`src/rtl/dual_stage_pit_pkg.sv`:
```
package dual_stage_pit_pkg;
  localparam int unsigned NPS      = 2;
  localparam int unsigned A_CTRL   = 0;
  localparam int unsigned A_CHFRC  = 1;
  localparam int unsigned A_CHEN   = 2;
  localparam int unsigned A_SEL    = 3;
  localparam int unsigned A_IEN    = 4;
  localparam int unsigned A_FLAG   = 5;
  localparam int unsigned A_PLD0   = 6;
  localparam int unsigned A_CHBASE = 8;

  function automatic int unsigned a_ld(int unsigned i);
    return A_CHBASE + 2 * i;
  endfunction

  function automatic int unsigned a_cnt(int unsigned i);
    return A_CHBASE + 2 * i + 1;
  endfunction
endpackage

```
`src/rtl/dsp_prescaler.sv`:
```
module dsp_prescaler #(
  parameter int PW = 8
) (
  input  logic          clk,
  input  logic          rst_n,
  input  logic          active,
  input  logic [PW-1:0] load,
  input  logic          force_ld,
  output logic          tick
);
  logic [PW-1:0] cnt_q;
  logic          live_q;

  // live_q marks a counter that was already running on the previous clock
  always_ff @(posedge clk) begin
    if (!rst_n) begin
      cnt_q  <= '0;
      live_q <= 1'b0;
    end else begin
      live_q <= active;
      if (active) begin
        if (!live_q || force_ld || cnt_q == '0) cnt_q <= load;
        else                                     cnt_q <= cnt_q - 1'b1;
      end
    end
  end

  assign tick = active && live_q && !force_ld && (cnt_q == '0);
endmodule

```
`src/rtl/dsp_chan_timer.sv`:
```
module dsp_chan_timer #(
  parameter int CW = 16
) (
  input  logic          clk,
  input  logic          rst_n,
  input  logic          go,
  input  logic          tick,
  input  logic [CW-1:0] load,
  input  logic          force_ld,
  output logic [CW-1:0] count,
  output logic          expire
);
  logic [CW-1:0] cnt_q;

  always_ff @(posedge clk) begin
    if (!rst_n)              cnt_q <= '0;
    else if (force_ld)       cnt_q <= load;
    else if (go && tick)     cnt_q <= (cnt_q == '0) ? load : cnt_q - 1'b1;
  end

  assign count  = cnt_q;
  assign expire = go && tick && !force_ld && (cnt_q == '0);
endmodule

```
`src/rtl/dual_stage_pit.sv`:
```
module dual_stage_pit
  import dual_stage_pit_pkg::*;
#(
  parameter  int NCH = 4,
  parameter  int CW  = 16,
  parameter  int PW  = 8,
  parameter  int DW  = 16,
  localparam int AW  = $clog2(A_CHBASE + 2 * NCH)
) (
  input  logic           clk,
  input  logic           rst_n,
  input  logic           wr_en,
  input  logic [AW-1:0]  wr_addr,
  input  logic [DW-1:0]  wr_data,
  input  logic [AW-1:0]  rd_addr,
  output logic [DW-1:0]  rd_data,
  output logic           irq,
  output logic [NCH-1:0] trig
);
  logic                    run_q;
  logic [NCH-1:0]          chen_q, sel_q, ien_q, flag_q, trig_q;
  logic [NPS-1:0][PW-1:0]  pld_q;
  logic [NCH-1:0][CW-1:0]  ld_q, cnt;
  logic [NCH-1:0]          frc_ch, timeout, ch_go, tick_sel;
  logic [NPS-1:0]          frc_ps, ps_active, ps_tick;
  logic [NCH-1:0]          flag_clr;

  function automatic logic hit(input logic en, input logic [AW-1:0] a, input int unsigned t);
    return en && (a == AW'(t));
  endfunction

  // Write decode of the self-clearing force bits and the flag clear mask
  always_comb begin
    frc_ch   = hit(wr_en, wr_addr, A_CHFRC) ? wr_data[NCH-1:0] : '0;
    frc_ps   = hit(wr_en, wr_addr, A_CTRL)  ? wr_data[NPS:1]   : '0;
    flag_clr = hit(wr_en, wr_addr, A_FLAG)  ? wr_data[NCH-1:0] : '0;
  end

  assign ch_go = {NCH{run_q}} & chen_q;

  for (genvar m = 0; m < NPS; m++) begin : g_ps
    assign ps_active[m] = |(ch_go & ((m == 1) ? sel_q : ~sel_q));
    dsp_prescaler #(.PW(PW)) u_ps (
      .clk(clk), .rst_n(rst_n), .active(ps_active[m]),
      .load(pld_q[m]), .force_ld(frc_ps[m]), .tick(ps_tick[m])
    );
  end

  for (genvar i = 0; i < NCH; i++) begin : g_ch
    assign tick_sel[i] = sel_q[i] ? ps_tick[1] : ps_tick[0];
    dsp_chan_timer #(.CW(CW)) u_ch (
      .clk(clk), .rst_n(rst_n), .go(ch_go[i]), .tick(tick_sel[i]),
      .load(ld_q[i]), .force_ld(frc_ch[i]), .count(cnt[i]), .expire(timeout[i])
    );
  end

  always_ff @(posedge clk) begin
    if (!rst_n) begin
      run_q  <= 1'b0;
      chen_q <= '0;
      sel_q  <= '0;
      ien_q  <= '0;
      flag_q <= '0;
      trig_q <= '0;
      pld_q  <= '0;
      ld_q   <= '0;
    end else begin
      if (hit(wr_en, wr_addr, A_CTRL)) run_q  <= wr_data[0];
      if (hit(wr_en, wr_addr, A_CHEN)) chen_q <= wr_data[NCH-1:0];
      if (hit(wr_en, wr_addr, A_SEL))  sel_q  <= wr_data[NCH-1:0];
      if (hit(wr_en, wr_addr, A_IEN))  ien_q  <= wr_data[NCH-1:0];
      for (int m = 0; m < NPS; m++)
        if (hit(wr_en, wr_addr, A_PLD0 + m)) pld_q[m] <= wr_data[PW-1:0];
      for (int i = 0; i < NCH; i++)
        if (hit(wr_en, wr_addr, a_ld(i))) ld_q[i] <= wr_data[CW-1:0];
      // a timeout on the same edge as a clear wins
      flag_q <= (flag_q & ~flag_clr) | timeout;
      trig_q <= timeout;
    end
  end

  always_comb begin
    rd_data = '0;
    if (rd_addr == AW'(A_CTRL)) rd_data = DW'(run_q);
    if (rd_addr == AW'(A_CHEN)) rd_data = DW'(chen_q);
    if (rd_addr == AW'(A_SEL))  rd_data = DW'(sel_q);
    if (rd_addr == AW'(A_IEN))  rd_data = DW'(ien_q);
    if (rd_addr == AW'(A_FLAG)) rd_data = DW'(flag_q);
    for (int m = 0; m < NPS; m++)
      if (rd_addr == AW'(A_PLD0 + m)) rd_data = DW'(pld_q[m]);
    for (int i = 0; i < NCH; i++) begin
      if (rd_addr == AW'(a_ld(i)))  rd_data = DW'(ld_q[i]);
      if (rd_addr == AW'(a_cnt(i))) rd_data = DW'(cnt[i]);
    end
  end

  assign irq  = |(flag_q & ien_q);
  assign trig = trig_q;
endmodule

```
`config.mk`:
```
export PLATFORM = sky130hd
export DESIGN_NAME = dual_stage_pit
export DESIGN_NICKNAME = d
export VERILOG_FILES = /design/src/rtl/dual_stage_pit_pkg.sv /design/src/rtl/dsp_prescaler.sv /design/src/rtl/dsp_chan_timer.sv /design/src/rtl/dual_stage_pit.sv
export SDC_FILE = /design/constraint.sdc
export NUM_CORES = 1
export LEC_CHECK = 0
export ABC_CLOCK_PERIOD_IN_PS = 4460
export BUFFER_PORTS_ARGS = -buffer_cell sky130_fd_sc_hd__buf_4
export CAP_MARGIN = 40
export CORE_AREA = 2 2 136 138
export CTS_CLUSTER_SIZE = 25
export DETAILED_ROUTE_END_ITERATION = 8
export DIE_AREA = 0 0 138 140
export HOLD_SLACK_MARGIN = 0.08
export PLACE_DENSITY = 0.78
export REMOVE_ABC_BUFFERS = 1
export SYNTH_ARGS = -nofsm -noshare
export SYNTH_HDL_FRONTEND = slang
export SYNTH_SLANG_ARGS = --single-unit
```
`constraint.sdc`:
```
create_clock -name clk -period 4.46 [get_ports clk]
set_input_delay 0.892 -clock clk [delete_from_list [all_inputs] [get_ports clk]]
set_output_delay 0.892 -clock clk [all_outputs]
set_load 0.05 [all_outputs]
```
# Yosys cells after proc, flatten, opt, wreduce, memory -nomap -nowiden
# Cells that the tools add are included.
[word_totals] reg_bits=183 output_inout_bits=21 elab_cells=152 input_bits=27
[classes] n_reduce_logical=57 n_addsub=6 eq_ne=25 bitwise_logic=8 muxes=36
[op_table] operator="$mux W16" n=26
[op_table] operator="$logic_not A16 Y1" n=4
[op_table] operator="$sub A16 B1 Y16 const B" n=4
[op_table] operator="$eq A4 B4 Y1 const B" n=12
[op_table] operator="$eq A4 B3 Y1 const B" n=8
[op_table] operator="$logic_and A1 B1 Y1" n=30
[op_table] operator="$and A4 B4 Y4" n=5
[op_table] operator="$eq A4 B2 Y1 const B" n=4
[op_table] operator="$logic_not A8 Y1" n=2
[op_table] operator="$mux W8" n=2
[op_table] operator="$sub A8 B1 Y8 const B" n=2
[op_table] operator="$reduce_or A4 Y1" n=3
[op_table] operator="$logic_not A1 Y1" n=8
[op_table] operator="$logic_not A4 Y1" n=2
[op_table] operator="$mux W4" n=2
[op_table] operator="$not A4 Y4" n=2
[op_table] operator="$reduce_bool A2 Y1" n=4
[op_table] operator="$mux W1" n=5
[op_table] operator="$eq A4 B1 Y1 const B" n=1
[op_table] operator="$logic_or A1 B1 Y1" n=4
[op_table] operator="$or A4 B4 Y4" n=1
[op_table] operator="$mux W2" n=1

# Depth between registers and ports, before layout
[depth] depth_word=16 ltp_mapped=10 depth_no_buf=8

# Hierarchy
# Synthesis repeated with hierarchy kept, for this count alone.
[unflattened] hier_cells=1363 hier_area_um2=11093.1
[by_module_without_submodules] module="dual_stage_pit" seq_area_each_um2=2021.9 n_inst=1 area_each_um2=5577.8 cells_per_inst=629
[by_module_without_submodules] module="dsp_chan_timer" seq_area_each_um2=320.3 n_inst=4 area_each_um2=1077.3 cells_per_inst=146
[by_module_without_submodules] module="dsp_prescaler" seq_area_each_um2=180.2 n_inst=2 area_each_um2=603.1 cells_per_inst=75

# Worst setup path after synthesis
# OpenSTA, ideal clock, no wires.
[synth_timing] path_kind="input -> output" from="input port rd_addr[1]" to="output port rd_data[11]" t_arrival_ns=3.349 stages=7 slack_ns=0.219 required_ns=3.568 n_path_buf=3 path_cell_list="clkbuf_1 > buf_1 > clkbuf_1 > a21oi_1 > o21ai_0 > a21oi_1 > o21ai_0"
[synth_between] elab_chain_cells=14 word_cells_on_any_way=26 classes_between="eq/ne (13); mux (13)"
[synth_rtl] item="from (decl)" line_no="dual_stage_pit.sv:15" source="input logic [AW-1:0] rd_addr,"
[synth_rtl] item="$eq A4 B2 Y1" line_no="dual_stage_pit.sv:86" source="if (rd_addr == AW'(A_SEL)) rd_data = DW'(sel_q);"
[synth_rtl] item="$mux W16" line_no="dual_stage_pit.sv:86"
[synth_rtl] item="$mux W16" line_no="dual_stage_pit.sv:87" source="if (rd_addr == AW'(A_IEN)) rd_data = DW'(ien_q);"
[synth_rtl] item="$mux W16" line_no="dual_stage_pit.sv:88" source="if (rd_addr == AW'(A_FLAG)) rd_data = DW'(flag_q);"
[synth_rtl] item="$mux W16 (2 in series)" line_no="dual_stage_pit.sv:90" source="if (rd_addr == AW'(A_PLD0 + m)) rd_data = DW'(pld_q[m]);"
[synth_rtl] item="$mux W16" line_no="dual_stage_pit.sv:92" source="if (rd_addr == AW'(a_ld(i))) rd_data = DW'(ld_q[i]);"
[synth_rtl] item="$mux W16" line_no="dual_stage_pit.sv:93" source="if (rd_addr == AW'(a_cnt(i))) rd_data = DW'(cnt[i]);"
[synth_rtl] item="$mux W16" line_no="dual_stage_pit.sv:92"
[synth_rtl] item="$mux W16" line_no="dual_stage_pit.sv:93"
[synth_rtl] item="$mux W16" line_no="dual_stage_pit.sv:92"
[synth_rtl] item="$mux W16" line_no="dual_stage_pit.sv:93"
[synth_rtl] item="$mux W16" line_no="dual_stage_pit.sv:92"
[synth_rtl] item="$mux W16 *" line_no="dual_stage_pit.sv:93"
[synth_rtl] item="to (decl)" line_no="dual_stage_pit.sv:16" source="output logic [DW-1:0] rd_data,"
# Every way passes the cells marked *; elsewhere a longest branch is shown, timed or not.

# Worst setup path in the final report
[layout_timing] from="input port rd_addr[1]" to="output port rd_data[3]"
[layout_between] elab_chain_cells=15 word_cells_on_any_way=28 classes_between="eq/ne (14); mux (14)"
[layout_rtl] item="$eq A4 B2 Y1" line_no="dual_stage_pit.sv:85" source="if (rd_addr == AW'(A_CHEN)) rd_data = DW'(chen_q);"
[layout_rtl] item="$mux W16" line_no="dual_stage_pit.sv:85"
[layout_rtl] item="$mux W16" line_no="dual_stage_pit.sv:86"
[layout_rtl] item="$mux W16" line_no="dual_stage_pit.sv:87"
[layout_rtl] item="$mux W16" line_no="dual_stage_pit.sv:88"
[layout_rtl] item="$mux W16 (2 in series)" line_no="dual_stage_pit.sv:90"
[layout_rtl] item="$mux W16" line_no="dual_stage_pit.sv:92"
[layout_rtl] item="$mux W16" line_no="dual_stage_pit.sv:93"
[layout_rtl] item="$mux W16" line_no="dual_stage_pit.sv:92"
[layout_rtl] item="$mux W16" line_no="dual_stage_pit.sv:93"
[layout_rtl] item="$mux W16" line_no="dual_stage_pit.sv:92"
[layout_rtl] item="$mux W16" line_no="dual_stage_pit.sv:93"
[layout_rtl] item="$mux W16" line_no="dual_stage_pit.sv:92"
[layout_rtl] item="$mux W16 *" line_no="dual_stage_pit.sv:93"
# Marks and branches as above.

==> impl_metrics.env <==
export IMPL_status="finished clean"
export IMPL_cap_violations=0
export IMPL_viasPerCell=6.850
export IMPL_rsz0062_at_grt="no"
export IMPL_rr_startpoint="g_ps[0].u_ps.cnt_q[0]$_SDFFE_PN0N_"
export IMPL_max_slew_margin_pct=38.40
export IMPL_syn_area_per_cell_um2=7.401
export IMPL_overflow=0
export IMPL_ys_warn_count=0
export IMPL_crit_required_ns=3.57
export IMPL_drv_slew=0
export IMPL_worstSetupEndpointType="primary output"
export IMPL_cp_arrival_ns=3.01
export IMPL_place_area_um2=11010
export IMPL_syn2layout_area_growth_pct=9.384
export IMPL_place_ws_ns=0.6110
export IMPL_vias=11357
export IMPL_synth_most_common_cell="nand2_1"
export IMPL_cts_hold_buf=0
export IMPL_min_from="ld_q[50]$_SDFFE_PN0P_"
export IMPL_cts_setup_buffers=0
export IMPL_max_slew_worst_pin_slew_ns=0.9220
export IMPL_drt_initial_drc_count=1467
export IMPL_fin_crit_ns=3.900
export IMPL_finalCritPeriodShare_pct=87.45
export IMPL_hpwlAfterDp_um=26980
export IMPL_yosysTopAreaCell="dfxtp_1"
export IMPL_yosysTopAreaCellShare_pct=34.52
export IMPL_grt_max_degree=56
export IMPL_post_cts_resize_count=0
export IMPL_path_class="in2out"
export IMPL_hold_viol=0
export IMPL_final_setup_skew_ns=0.01076
export IMPL_die_x_um=138
export IMPL_fin_tns_setup_ns=0
export IMPL_synth_edf_count=0
export IMPL_htree_levels=4
export IMPL_crit_buf_inv=4
export IMPL_synth_seq_cells=183
export IMPL_fill_cells=1613
export IMPL_ant_nets=0
export IMPL_fin_area_um2=11610
export IMPL_multiInputGateArea_um2=6437
export IMPL_setup_viol=0
export IMPL_synth_distinct_cells=74
export IMPL_power_leakage_nw=4.091
export IMPL_async_reset_ff_share_pct=0
export IMPL_cts_made_buffers=17
export IMPL_setup_ws_ns=0.5599
export IMPL_cts_tree="yes"
export IMPL_fp_dieArea_um2=19320
export IMPL_grtUsageTotal_pct=38.57
export IMPL_cts_clk_slew_worst_paths_ns=0.07
export IMPL_io_pins=48
export IMPL_yosys_most_used_dff="dfxtp_1"
export IMPL_cts_path_max_buffers=2
export IMPL_syn_instance_count=1434
export IMPL_root_buffer="clkbuf_16"
export IMPL_portBuffers=47
export IMPL_dr_pass1_iters=7
export IMPL_crit_path_start="rd_addr[1]"
export IMPL_regToRegSetupSlack_ns=1.46
export IMPL_finalWeightedCongestion=1.029
export IMPL_cpMostUsedCell="buf_4"
export IMPL_wl_um=38040
export IMPL_antenna_found_initial=2
export IMPL_wl_per_cell_um=22.94
export IMPL_die_height_um=140
export IMPL_coreArea_um2=17780
export IMPL_seq_area_um2=3664
export IMPL_powerDensity_nw_per_um2=318.1
export IMPL_first_global_vias=10118
export IMPL_synth_area_um2=10610
export IMPL_synth_seq_area_share_pct=34.52
export IMPL_num_rows=49
export IMPL_critPathLaunchType="primary input"
export IMPL_grt_pass1_wl_um=58660
export IMPL_slowest_delay_ns=0.41
export IMPL_layout_drive_gt1_share_pct=9.734
export IMPL_crit_path_max_fanout=40
export IMPL_nets=1454
export IMPL_ys_top_cells_by_count="nand2_1 (244), dfxtp_1 (183), a21oi_1 (181), nor2_1 (117), clkbuf_1 (85)"
export IMPL_slowest_stage="buf_4"
export IMPL_clock_sinks=183
export IMPL_crit_family="buffers and inverters"
export IMPL_hold_class="reg2reg"
export IMPL_max_freq_ghz=0.2564
export IMPL_ir_worst_vdd_mv=0.2948
export IMPL_drcViolationCount=0
export IMPL_clk_latency_ns=0.43
export IMPL_ys_top_cells_by_area="dfxtp_1 (35%), nand2_1 (8.6%), a21oi_1 (8.5%)"
export IMPL_crit_chain="buf_4 -> inv_1 -> nor3_1 -> buf_4 -> o2bb2ai_1 -> a22o_1 -> o22ai_1 -> a21oi_1 -> buf_4"
export IMPL_initial_core_util_pct=59.69
-- path summary, 6_finish.rpt --
check,end,cells after the start
max,rd_data[3],9
min,ld_q[50]$_SDFFE_PN0P_,2
max reg2reg,flag_q[3]$_SDFF_PN0_,8
min reg2reg,ld_q[50]$_SDFFE_PN0P_,2
-- power by group --
group | switching, W | leakage (nW) | internal [W]
clock network | 0.000710 | 0.289 | 0.000865
registers | 0.0000252 | 1.48 | 0.00165
logic | 0.000310 | 2.33 | 0.000134
-- state kept, by name, summed over array words and instances, names as in the netlist --
name              count
chen_q                4
flag_q                4
g_ch.u_ch.count      64
g_ps.u_ps.cnt_q      16
g_ps.u_ps.live_q      2
ien_q                 4
ld_q                 64
pld_q                16
run_q                 1
sel_q                 4
trig                  4
-- cell type report --
class                   count  share of cell area [%]
multi-input cells        1116                   55.45
flip-flops and latches    183                   31.56
repair buffers             68                   4.398
clock buffers              20                   3.934
well taps                 229                   2.468
clock inverters            12                   1.207
inverters                  29                  0.9593
diodes                      1                 0.02156
-- kinds of logic after synthesis --
family,count (synthesis),share of synthesized area [%]
DFF,183,34.52
and+or+nand+nor,583,25.60
AOI/OAI and AO/OA,457,26.77
adders and majority gates,12,1.415
buffers and inverters,135,5.022
muxes,64,6.673
-- stage by stage --
step           total power (W)  hold slack (ns)  utilization [%]  instances
2_1_floorplan         0.001952           0.4363                -       1328
3_3_place_gp          0.002131           0.4472            61.84       1623
3_5_place_dp          0.002137           0.4530            61.92       1625
4_1_cts               0.003661           0.4630            65.28       1657
5_1_grt               0.003781           0.4850            65.28       1657
6_report              0.003693           0.4588            65.29       1658
-- per-layer routing --
metal	global-route usage (%)	wire length (µm)	up-vias
met5	0	14	-
met2	58.08	16240	788
met3	9.573	4847	154
li1	-	-	5188
met4	19.66	2182	2
met1	51.60	14750	5225
-- worst min-delay path: stages, from the launching register on --
cell and delay, ns:
dfxtp_1 0.31, nand2_1 0.05, a21oi_1 0.05
-- placed cells by master, fill, tap and decap left out, drive strengths merged, types with 5 or more instances in the layout --
cell and n:
a21oi 182, and3 11, or2 8, nand3 47, nand4 10, a221oi 5, dfxtp 183, nand2b 16
clkbuf 20, nor3b 8, a211oi 8, buf 68, and2 13, nand2 244, a31o 9, a22o 8
a31oi 20, mux2i 55, a22oi 16, inv 32, o21ai 82, o22ai 18, nor4 17, nor3 41
or4 10, ha 12, o211ai 31, o2111ai 8, o31ai 10, o2bb2ai 5, nor2 117, mux4 5
a21o 5, o21a 6, or3 14, nor2b 9, clkinv 5
Power figures use the tool's default switching activity.
